`config.mk`:
```
export PLATFORM = sky130hd
export DESIGN_NAME = row_hit_monitor
export DESIGN_NICKNAME = d
export VERILOG_FILES = /design/src/rtl/rhm_pkg.sv /design/src/rtl/rhm_bank_table.sv /design/src/rtl/rhm_sat_counter.sv /design/src/rtl/rhm_cmd_seq.sv /design/src/rtl/row_hit_monitor.sv
export SDC_FILE = /design/constraint.sdc
export NUM_CORES = 1
export LEC_CHECK = 0
export CORE_UTILIZATION = 45
export DETAILED_ROUTE_END_ITERATION = 16
export DONT_BUFFER_PORTS = 1
export GPL_TIMING_DRIVEN = 1
export PLACE_DENSITY = 0.65
export SLEW_MARGIN = 10
export SYNTH_ARGS = -nofsm -noshare
export SYNTH_HDL_FRONTEND = slang
export SYNTH_SLANG_ARGS = --single-unit
```
`constraint.sdc`:
```
create_clock -name clk_i -period 2.7 [get_ports clk_i]
set_input_delay 0.405 -clock clk_i [delete_from_list [all_inputs] [get_ports clk_i]]
set_output_delay 0.405 -clock clk_i [all_outputs]
set_load 0.01 [all_outputs]
```
`src/rtl/rhm_pkg.sv`:
```
package rhm_pkg;
  typedef enum logic [1:0] {
    KIND_HIT      = 2'd0,
    KIND_EMPTY    = 2'd1,
    KIND_CONFLICT = 2'd2
  } kind_e;
endpackage

```
`src/rtl/rhm_bank_table.sv`:
```
module rhm_bank_table
  import rhm_pkg::*;
#(
  parameter int unsigned NUM_BANKS = 8,
  parameter int unsigned ROW_W     = 14,
  localparam int unsigned BANK_W   = $clog2(NUM_BANKS)
) (
  input  logic              clk_i,
  input  logic              rst_ni,
  input  logic [BANK_W-1:0] bank_i,
  input  logic [ROW_W-1:0]  row_i,
  input  logic              wr_en_i,
  output kind_e             kind_o
);
  logic             open_q [NUM_BANKS];
  logic [ROW_W-1:0] row_q  [NUM_BANKS];

  always_ff @(posedge clk_i or negedge rst_ni) begin
    if (!rst_ni) begin
      for (int b = 0; b < NUM_BANKS; b++) begin
        open_q[b] <= 1'b0;
        row_q[b]  <= '0;
      end
    end else if (wr_en_i) begin
      open_q[bank_i] <= 1'b1;
      row_q[bank_i]  <= row_i;
    end
  end

  always_comb begin
    if (!open_q[bank_i])             kind_o = KIND_EMPTY;
    else if (row_q[bank_i] == row_i) kind_o = KIND_HIT;
    else                             kind_o = KIND_CONFLICT;
  end
endmodule

```
`src/rtl/rhm_sat_counter.sv`:
```
module rhm_sat_counter #(
  parameter int unsigned W = 32
) (
  input  logic         clk_i,
  input  logic         rst_ni,
  input  logic         clr_i,
  input  logic         inc_i,
  output logic [W-1:0] cnt_o
);
  always_ff @(posedge clk_i or negedge rst_ni) begin
    if (!rst_ni)                   cnt_o <= '0;
    else if (clr_i)                cnt_o <= '0;
    else if (inc_i && ~&cnt_o)     cnt_o <= cnt_o + W'(1);
  end
endmodule

```
`src/rtl/rhm_cmd_seq.sv`:
```
module rhm_cmd_seq
  import rhm_pkg::*;
#(
  parameter int unsigned HIT_LAT   = 3,
  parameter int unsigned EMPTY_LAT = 6,
  parameter int unsigned CONF_LAT  = 10,
  localparam int unsigned LAT_W    = $clog2(CONF_LAT + 1)
) (
  input  logic             clk_i,
  input  logic             rst_ni,
  input  logic             req_valid_i,
  input  kind_e            kind_i,
  output logic             accept_o,
  output logic [LAT_W-1:0] lat_o,
  output logic             busy_o,
  output logic             pre_o,
  output logic             act_o
);
  logic [LAT_W-1:0] remain_q;

  always_comb begin
    unique case (kind_i)
      KIND_HIT:   lat_o = LAT_W'(HIT_LAT);
      KIND_EMPTY: lat_o = LAT_W'(EMPTY_LAT);
      default:    lat_o = LAT_W'(CONF_LAT);
    endcase
  end

  assign busy_o   = (remain_q != '0);
  assign accept_o = req_valid_i && !busy_o;

  always_ff @(posedge clk_i or negedge rst_ni) begin
    if (!rst_ni) begin
      remain_q <= '0;
      pre_o    <= 1'b0;
      act_o    <= 1'b0;
    end else begin
      if (accept_o)    remain_q <= lat_o;
      else if (busy_o) remain_q <= remain_q - LAT_W'(1);
      pre_o <= accept_o && (kind_i == KIND_CONFLICT);
      // activate follows precharge by one cycle, or opens an empty bank directly
      act_o <= (accept_o && (kind_i == KIND_EMPTY)) || pre_o;
    end
  end
endmodule

```
`src/rtl/row_hit_monitor.sv`:
```
module row_hit_monitor
  import rhm_pkg::*;
#(
  parameter int unsigned NUM_BANKS = 8,
  parameter int unsigned ROW_W     = 14,
  parameter int unsigned CNT_W     = 32,
  parameter int unsigned HIT_LAT   = 3,
  parameter int unsigned EMPTY_LAT = 6,
  parameter int unsigned CONF_LAT  = 10,
  localparam int unsigned BANK_W   = $clog2(NUM_BANKS),
  localparam int unsigned LAT_W    = $clog2(CONF_LAT + 1)
) (
  input  logic              clk_i,
  input  logic              rst_ni,
  input  logic              clr_i,
  input  logic              req_valid_i,
  input  logic [BANK_W-1:0] req_bank_i,
  input  logic [ROW_W-1:0]  req_row_i,
  output logic              busy_o,
  output logic              resp_valid_o,
  output logic [1:0]        resp_kind_o,
  output logic [LAT_W-1:0]  resp_lat_o,
  output logic              cmd_pre_o,
  output logic              cmd_act_o,
  output logic [BANK_W-1:0] cmd_bank_o,
  output logic [ROW_W-1:0]  cmd_row_o,
  output logic [CNT_W-1:0]  cnt_req_o,
  output logic [CNT_W-1:0]  cnt_hit_o,
  output logic [CNT_W-1:0]  cnt_conf_o
);
  localparam int unsigned NUM_CNT = 3;

  kind_e            kind;
  logic             accept;
  logic [LAT_W-1:0] lat;
  logic [NUM_CNT-1:0] inc;
  logic [CNT_W-1:0]   cnt [NUM_CNT];

  rhm_bank_table #(.NUM_BANKS(NUM_BANKS), .ROW_W(ROW_W)) u_table (
    .clk_i   (clk_i),
    .rst_ni  (rst_ni),
    .bank_i  (req_bank_i),
    .row_i   (req_row_i),
    .wr_en_i (accept),
    .kind_o  (kind)
  );

  rhm_cmd_seq #(.HIT_LAT(HIT_LAT), .EMPTY_LAT(EMPTY_LAT), .CONF_LAT(CONF_LAT)) u_seq (
    .clk_i       (clk_i),
    .rst_ni      (rst_ni),
    .req_valid_i (req_valid_i),
    .kind_i      (kind),
    .accept_o    (accept),
    .lat_o       (lat),
    .busy_o      (busy_o),
    .pre_o       (cmd_pre_o),
    .act_o       (cmd_act_o)
  );

  assign inc[0] = accept;
  assign inc[1] = accept && (kind == KIND_HIT);
  assign inc[2] = accept && (kind == KIND_CONFLICT);

  for (genvar g = 0; g < NUM_CNT; g++) begin : g_cnt
    rhm_sat_counter #(.W(CNT_W)) u_cnt (
      .clk_i  (clk_i),
      .rst_ni (rst_ni),
      .clr_i  (clr_i),
      .inc_i  (inc[g]),
      .cnt_o  (cnt[g])
    );
  end

  assign cnt_req_o  = cnt[0];
  assign cnt_hit_o  = cnt[1];
  assign cnt_conf_o = cnt[2];

  always_ff @(posedge clk_i or negedge rst_ni) begin
    if (!rst_ni) begin
      resp_valid_o <= 1'b0;
      resp_kind_o  <= 2'd0;
      resp_lat_o   <= '0;
      cmd_bank_o   <= '0;
      cmd_row_o    <= '0;
    end else begin
      resp_valid_o <= accept;
      if (accept) begin
        resp_kind_o <= kind;
        resp_lat_o  <= lat;
        cmd_bank_o  <= req_bank_i;
        cmd_row_o   <= req_row_i;
      end
    end
  end
endmodule

```
# After elaboration in Yosys (flattened, before gate mapping)
# Index checks and enable logic that the tools add are counted.
[word_totals] mem_bits_rw=0 rom_bits=0 output_inout_bits=123 regBits=246 latchBits=0 memories=0
[classes] bitwise=2 eq_ne=3 div_mod_pow=0 n_shift=0 magnitude_cmp=2 n_mux=22 addsub=4 multipliers=0 reduce_logical=22
[ops] op="$mux W32" count=6
[ops] op="$bwmux W112" count=1
[ops] op="$add A32 B1 Y32 const B" count=3
[ops] op="$reduce_and A32 Y1" count=3
[ops] op="$bmux W14 S3" count=1
[ops] op="$demux W14 S3" count=1
[ops] op="$mux W14" count=3
[ops] op="$eq A14 B14 Y1" count=1
[ops] op="$logic_and A1 B1 Y1" count=8
[ops] op="$mux W4" count=2
[ops] op="$or A8 B8 Y8" count=1
[ops] op="$pmux W4 S2" count=1
[ops] op="$reduce_bool A2 Y1" count=4
[ops] op="$ge A4 B4 Y1 const B" count=1
[ops] op="$logic_not A1 Y1" count=4
[ops] op="$lt A4 B1 Y1 const B" count=1
[ops] op="$mux W2" count=2
[ops] op="$not A3 Y4" count=1
[ops] op="$reduce_bool A4 Y1" count=1
[ops] op="$sub A4 B1 Y4 const B" count=1
[ops] op="$bmux W1 S3" count=1
[ops] op="$demux W1 S3" count=1
[ops] op="$mux W1" count=3
[ops] op="$eq A2 B1 Y1 const B" count=1
[ops] op="other kinds (3)" count=3

# Longest topological paths before layout
[logic_depth] depth_word=12 ltp_mapped=14

# Cells and area by module
# A second synthesis with hierarchy kept.
[hier_totals] cells_unflattened=1067 hier_area_um2=12688.4
[by_module_without_submodules] mod="rhm_bank_table" area_per_inst_um2=5758.0 cells_each=411 seq_area_each_um2=3002.9 n_inst=1
[by_module_without_submodules] mod="rhm_sat_counter" area_per_inst_um2=1865.5 cells_each=190 seq_area_each_um2=800.8 n_inst=3
[by_module_without_submodules] mod="row_hit_monitor" area_per_inst_um2=989.7 cells_each=52 seq_area_each_um2=600.6 n_inst=1
[by_module_without_submodules] mod="rhm_cmd_seq" area_per_inst_um2=344.1 cells_each=34 seq_area_each_um2=150.1 n_inst=1

# Worst setup path before layout
# No wires, ideal clock.
[synth_timing] kind="input port to flip-flop" start="input req_bank_i[0]" end="register u_seq.remain_q[3]" path_slack_ps=-168 setup_time_ps=124 path_buffers=4 t_arrival_ps=2744 path_stages=12 t_required_ps=2576 path_cell_list="buf_2 buf_2 mux4_2 mux2i_1 xor2_1 nand3_1 nor4_2 and2_1 buf_2 buf_4 nor2_1 a211o_1"
[synth_via] elab_chain_cells=10 word_cells_on_any_way=14 cone_classes="eq/ne: 2; mux: 10; bitwise: 1; reduce/logical: 1"
[synth_rtl] item="start: declaration" line_no="row_hit_monitor.sv:17" source="input logic [BANK_W-1:0] req_bank_i,"
[synth_rtl] item="$not A3 Y4 (not written as such) (*)" line_no="rhm_bank_table.sv:31, rhm_bank_table.sv:32"
[synth_rtl] item="$bmux W14 S3" line_no="rhm_bank_table.sv:32" source="else if (row_q[bank_i] == row_i) kind_o = KIND_HIT;"
[synth_rtl] item="$mux W14 (not written as such) (2 in a row)" line_no="rhm_bank_table.sv:32"
[synth_rtl] item="$eq A14 B14 Y1" line_no="rhm_bank_table.sv:32"
[synth_rtl] item="$mux W2" line_no="rhm_bank_table.sv:32"
[synth_rtl] item="$mux W2 (*)" line_no="rhm_bank_table.sv:31" source="if (!open_q[bank_i]) kind_o = KIND_EMPTY;"
[synth_rtl] item="$eq A2 B1 Y1 or $logic_not A2 Y1 (tied branches)" line_no="rhm_cmd_seq.sv:22" source="unique case (kind_i)"
[synth_rtl] item="$pmux W4 S2 (*)" line_no="rhm_cmd_seq.sv:22"
[synth_rtl] item="$mux W4 (*)" line_no="rhm_cmd_seq.sv:38" source="if (accept_o) remain_q <= lat_o;"
[synth_rtl] item="end signal: assignment" line_no="rhm_cmd_seq.sv:38"
[synth_rtl] item="end signal: assignment" line_no="rhm_cmd_seq.sv:39" source="else if (busy_o) remain_q <= remain_q - LAT_W'(1);"
[synth_rtl] item="end: declaration" line_no="rhm_cmd_seq.sv:19" source="logic [LAT_W-1:0] remain_q;"
# Every way passes the cells marked *; elsewhere a longest branch is shown, timed or not. The select of a mux whose other input is x is not followed.
# A chain may end at the register's enable or synchronous reset.

# Worst setup path after layout
[layout_timing] start="register u_table.row_q[28] in the netlist's numbering" end="register g_cnt[1].u_cnt.cnt_o[17]"
[layout_via] elab_chain_cells=10
[layout_rtl] item="start: declaration" line_no="rhm_bank_table.sv:16" source="logic [ROW_W-1:0] row_q [NUM_BANKS];"
[layout_rtl] item="start signal: indexed assignment" line_no="rhm_bank_table.sv:26" source="row_q[bank_i] <= row_i;"
[layout_rtl] item="$bmux W14 S3" line_no="rhm_bank_table.sv:32"
[layout_rtl] item="$mux W14 (not written as such) (2 in a row)" line_no="rhm_bank_table.sv:32"
[layout_rtl] item="$eq A14 B14 Y1" line_no="rhm_bank_table.sv:32"
[layout_rtl] item="$mux W2" line_no="rhm_bank_table.sv:32"
[layout_rtl] item="$mux W2" line_no="rhm_bank_table.sv:31"
[layout_rtl] item="$logic_not A2 Y1" line_no="row_hit_monitor.sv:61" source="assign inc[1] = accept && (kind == KIND_HIT);"
[layout_rtl] item="$logic_and A1 B1 Y1" line_no="row_hit_monitor.sv:61"
[layout_rtl] item="$logic_and A1 B1 Y1" line_no="rhm_sat_counter.sv:13" source="else if (inc_i && ~&cnt_o) cnt_o <= cnt_o + W'(1);"
[layout_rtl] item="$reduce_bool A2 Y1 (no source line)"
[layout_rtl] item="end signal: assignment" line_no="rhm_sat_counter.sv:13"
[layout_rtl] item="end: declaration" line_no="rhm_sat_counter.sv:8" source="output logic [W-1:0] cnt_o"
# Every way passes these cells. The select of a mux whose other input is x is not followed.

==> reports/results.ini <==
[placement]
place.gp.congestion = 0.797
port-buffer-count = 0
place_inst = 1434
dpl.hpwl_mm = 18.6
pre_cts_ws_ns = -0.304

[global_routing]
grt_pass1_wl_mm = 48.0
grt_pass1_vias = 8886
grt_max_degree = 246
grt_usage = 0.225
antenna_found_initial = 0
grt_overflow = 0

[min_path]
hold_class = input pin to async pin

[yosys]
post_synth_num_cell_types = 48
avgSynthCellArea_um2 = 11.0
synth_top_area_cell = dfrtp_1
syn_area_mm2 = 0.0120
synthCells = 1091
yosys-top-cells-area = dfrtp_1 51%, mux2_2 14%, nand2_1 3.1%, a21oi_1 2.4%, xor2_1 2.1%
synth_top_area_frac = 0.512
synth-seq-area-share = 0.512
yosys_warnings = 0
ys_seq_elements = 245
synth_nets = 1116

[status]
status = complete, but fails checks
failed_checks = negative hold slack, negative setup slack

[cts]
cts_buffers = 28
cts_buffer_depth = 3
clock-sinks = 245
cts_tree = done
cts.reportedPaths.clkPinSlew_ns = 0.06
htreeDepth = 1
clock_tree.root_cell = clkbuf_16
postCtsHoldBufs = 29
worstSkewPairLatency_ns = 0.54

[timing]
min_period_ns = 2.70
slew_violations = 0
holdWs_ns = -0.449
hold_viol_final = 324
setup_viol = 1
rsz0062_at_grt = yes
worst_pin_slew_ns = 0.530
setup_ws_ns = -0.00121
fin_skew_ns = 0.0216
finalCritPeriodShare = 1.00
slew_headroom = 0.646
fmax_mhz = 370
finalSetupTns_ns = -0.00121

[floorplan]
start_util = 0.459
ioPinCount = 144
fp.dieW_um = 165
die_h_um = 165
core_mm2 = 0.0261
rows = 59
die-area_mm2 = 0.0273

[power_and_ir_drop]
p_clk_frac = 0.368
pwr-share-seq = 0.481
p_per_area_mw_per_mm2 = 687
p_sw_frac = 0.257
p_comb_frac = 0.151
power_switching_uw = 2570
power.total_uw = 9970
p_int_uw = 7410
peakVddDrop_mv = 0.676
leakage_uw = 0.00643

[job]
maxCapViolCount = 0

[routing]
finalWirelength_mm = 31.3
drc = 0
vias = 8987
wl_per_cell_um = 20.6
drt_iter0_markers = 709
drt_first_pass_iters = 4
viasPerCell = 5.91
antenna_left = 0

[cells_and_area]
layout.cells.non_filler = 1521
area_growth_pct = 21.3
diodes = 0
nets = 1192
seq_area_mm2 = 0.00613
multi_input_area_mm2 = 0.00586
drive_above_1_share = 0.331
fillCellCount = 2216

[critical_path]
crit_fanout = 6
cp_top_family = simple AND/OR/NAND/NOR gates
max_stage_delay_ns = 0.47
crit_chain = mux4_2, mux2i_1, xor2_1, nand3_1, nor4_4, buf_6, nand2_8, buf_12, or4_1, a21oi_1
critPathArrivalTime_ns = 3.17
slowest_stage = or4_1
worstPathBufferInverterCount = 2
crit_path_end_kind = flop
worstSetupStartpointType = flop
required_ns = 3.16
reg2reg_setup_slack_ns = -0.001
critPathKind = flop to flop

==> Yosys cell counts, drive strengths merged <==
cell type and count:
dfrtp 245, mux2 153, nand2 99, a21oi 58, clkbuf 53, nor2 50
nand3 37, or3 34, or4 33, o31ai 31, nand4 30, o21ai 30
xor2 29, buf 23, and3 21, o22ai 20, nor3 17, and4 13
mux2i 13, or2 13, inv 12, nand2b 11, and2 10, mux4 10
nor4 8, xnor2 8, nor2b 6, ha 4, o21a 3, a211o 2
a31o 2, nor3b 2, o41ai 2, a211oi 1, a21o 1, a31oi 1
and4bb 1, nand3b 1, nor4b 1, o211ai 1, o311ai 1, or4b 1
==> kinds of logic (layout without fill, tap and decap cells) <==
family / after synthesis / in the layout / share of synthesized area
flip-flops: 245 / 245 / 0.512
adder cells (fa/ha/maj): 4 / 4 / 0.00418
buffers and inverters: 88 / 183 / 0.0322
multiplexers: 176 / 176 / 0.174
XOR/XNOR: 37 / 37 / 0.0271
AO/OA/AOI/OAI: 153 / 153 / 0.0761
AND/OR/NAND/NOR: 388 / 388 / 0.175
==> metrics by stage <==
stage	cell area [um^2]	hold slack [ns]	utilization
3_5_place_dp	12800	0.114	0.490
4_1_cts	14100	-0.472	0.540
2_1_floorplan	12000	0.109	-
5_1_grt	14500	-0.477	0.557
6_report	14500	-0.449	0.557
3_3_place_gp	12800	0.115	0.490
==> power by group through the flow <==
stage | sequential (uW) | combinational (uW) | clock, uW
after floorplan | 4710 | 1190 | 0
after global routing | 4870 | 1650 | 3920
after CTS | 4790 | 1460 | 3760
after detailed placement | 4840 | 1390 | 0
after global placement | 4820 | 1340 | 0
final | 4790 | 1510 | 3680
==> state kept, by name (all words and copies together) (netlist names) <==
name and cells:
resp_valid_o 1, u_seq.pre_o 1, resp_kind_o 1, g_cnt.u_cnt.cnt_o 96, u_seq.act_o 1, cmd_bank_o 3, u_table.open_q 8, resp_lat_o 4
u_seq.remain_q 4, u_table.row_q 112, cmd_row_o 14
==> repair_timing <==
item,CTS,global route
buffers inserted,1,3
pin swaps,24,41
setup endpoints to repair,53,76
gates resized for setup,10,102
hold endpoints to repair,420,324
gates cloned,3,2
==> cell type report <==
type                            instances  area share
Clock buffer                           42      0.0568
Clock inverter                          7     0.00431
Inverter                               12     0.00345
Multi-Input combinational cell        758       0.403
Sequential cell                       245       0.422
Tap cell                              335      0.0289
Timing Repair Buffer                  122      0.0811
==> routing by layer <==
| layer | GRT usage | vias up | part of all wire |
|---|---|---|---|
| met5 | 0 | - | 0 |
| met4 | 0.0513 | 0 | 0.015 |
| met3 | 0.0447 | 33 | 0.069 |
| met2 | 0.376 | 225 | 0.48 |
| met1 | 0.300 | 4604 | 0.43 |
| li1 | - | 4125 | - |
==> cells in the final DEF, fill, tap and decap left out, types with 19 or more instances in the layout <==
cell / Yosys / layout
dfrtp_1: 245 / 244
mux2_2: 150 / 150
nand2_1: 98 / 97
buf_4: 3 / 78
nor2_1: 50 / 50
nand3_1: 37 / 36
a21oi_1: 58 / 31
clkbuf_16: 0 / 31
nand4_1: 30 / 30
xor2_1: 29 / 29
dlygate4sd3_1: 0 / 29
or3_1: 34 / 28
o31ai_1: 31 / 26
a21oi_2: 0 / 26
and3_1: 21 / 21
o21ai_0: 30 / 20
o22ai_1: 20 / 19
==> final timing paths <==
check	depth (start not counted)	to	from
worst max-delay path	10	g_cnt[1].u_cnt.cnt_o[17]	u_table.row_q[28]
worst min-delay path	0	g_cnt[2].u_cnt.cnt_o[18]	rst_ni
worst max register to register	10	g_cnt[1].u_cnt.cnt_o[17]	u_table.row_q[28]
worst min register to register	1	u_table.open_q[1]	u_table.open_q[1]
max in group asynchronous	0	cmd_row_o[12]	rst_ni
min in group clk_i	1	g_cnt[1].u_cnt.cnt_o[5]	clr_i
(Power assumes the default switching activity.)
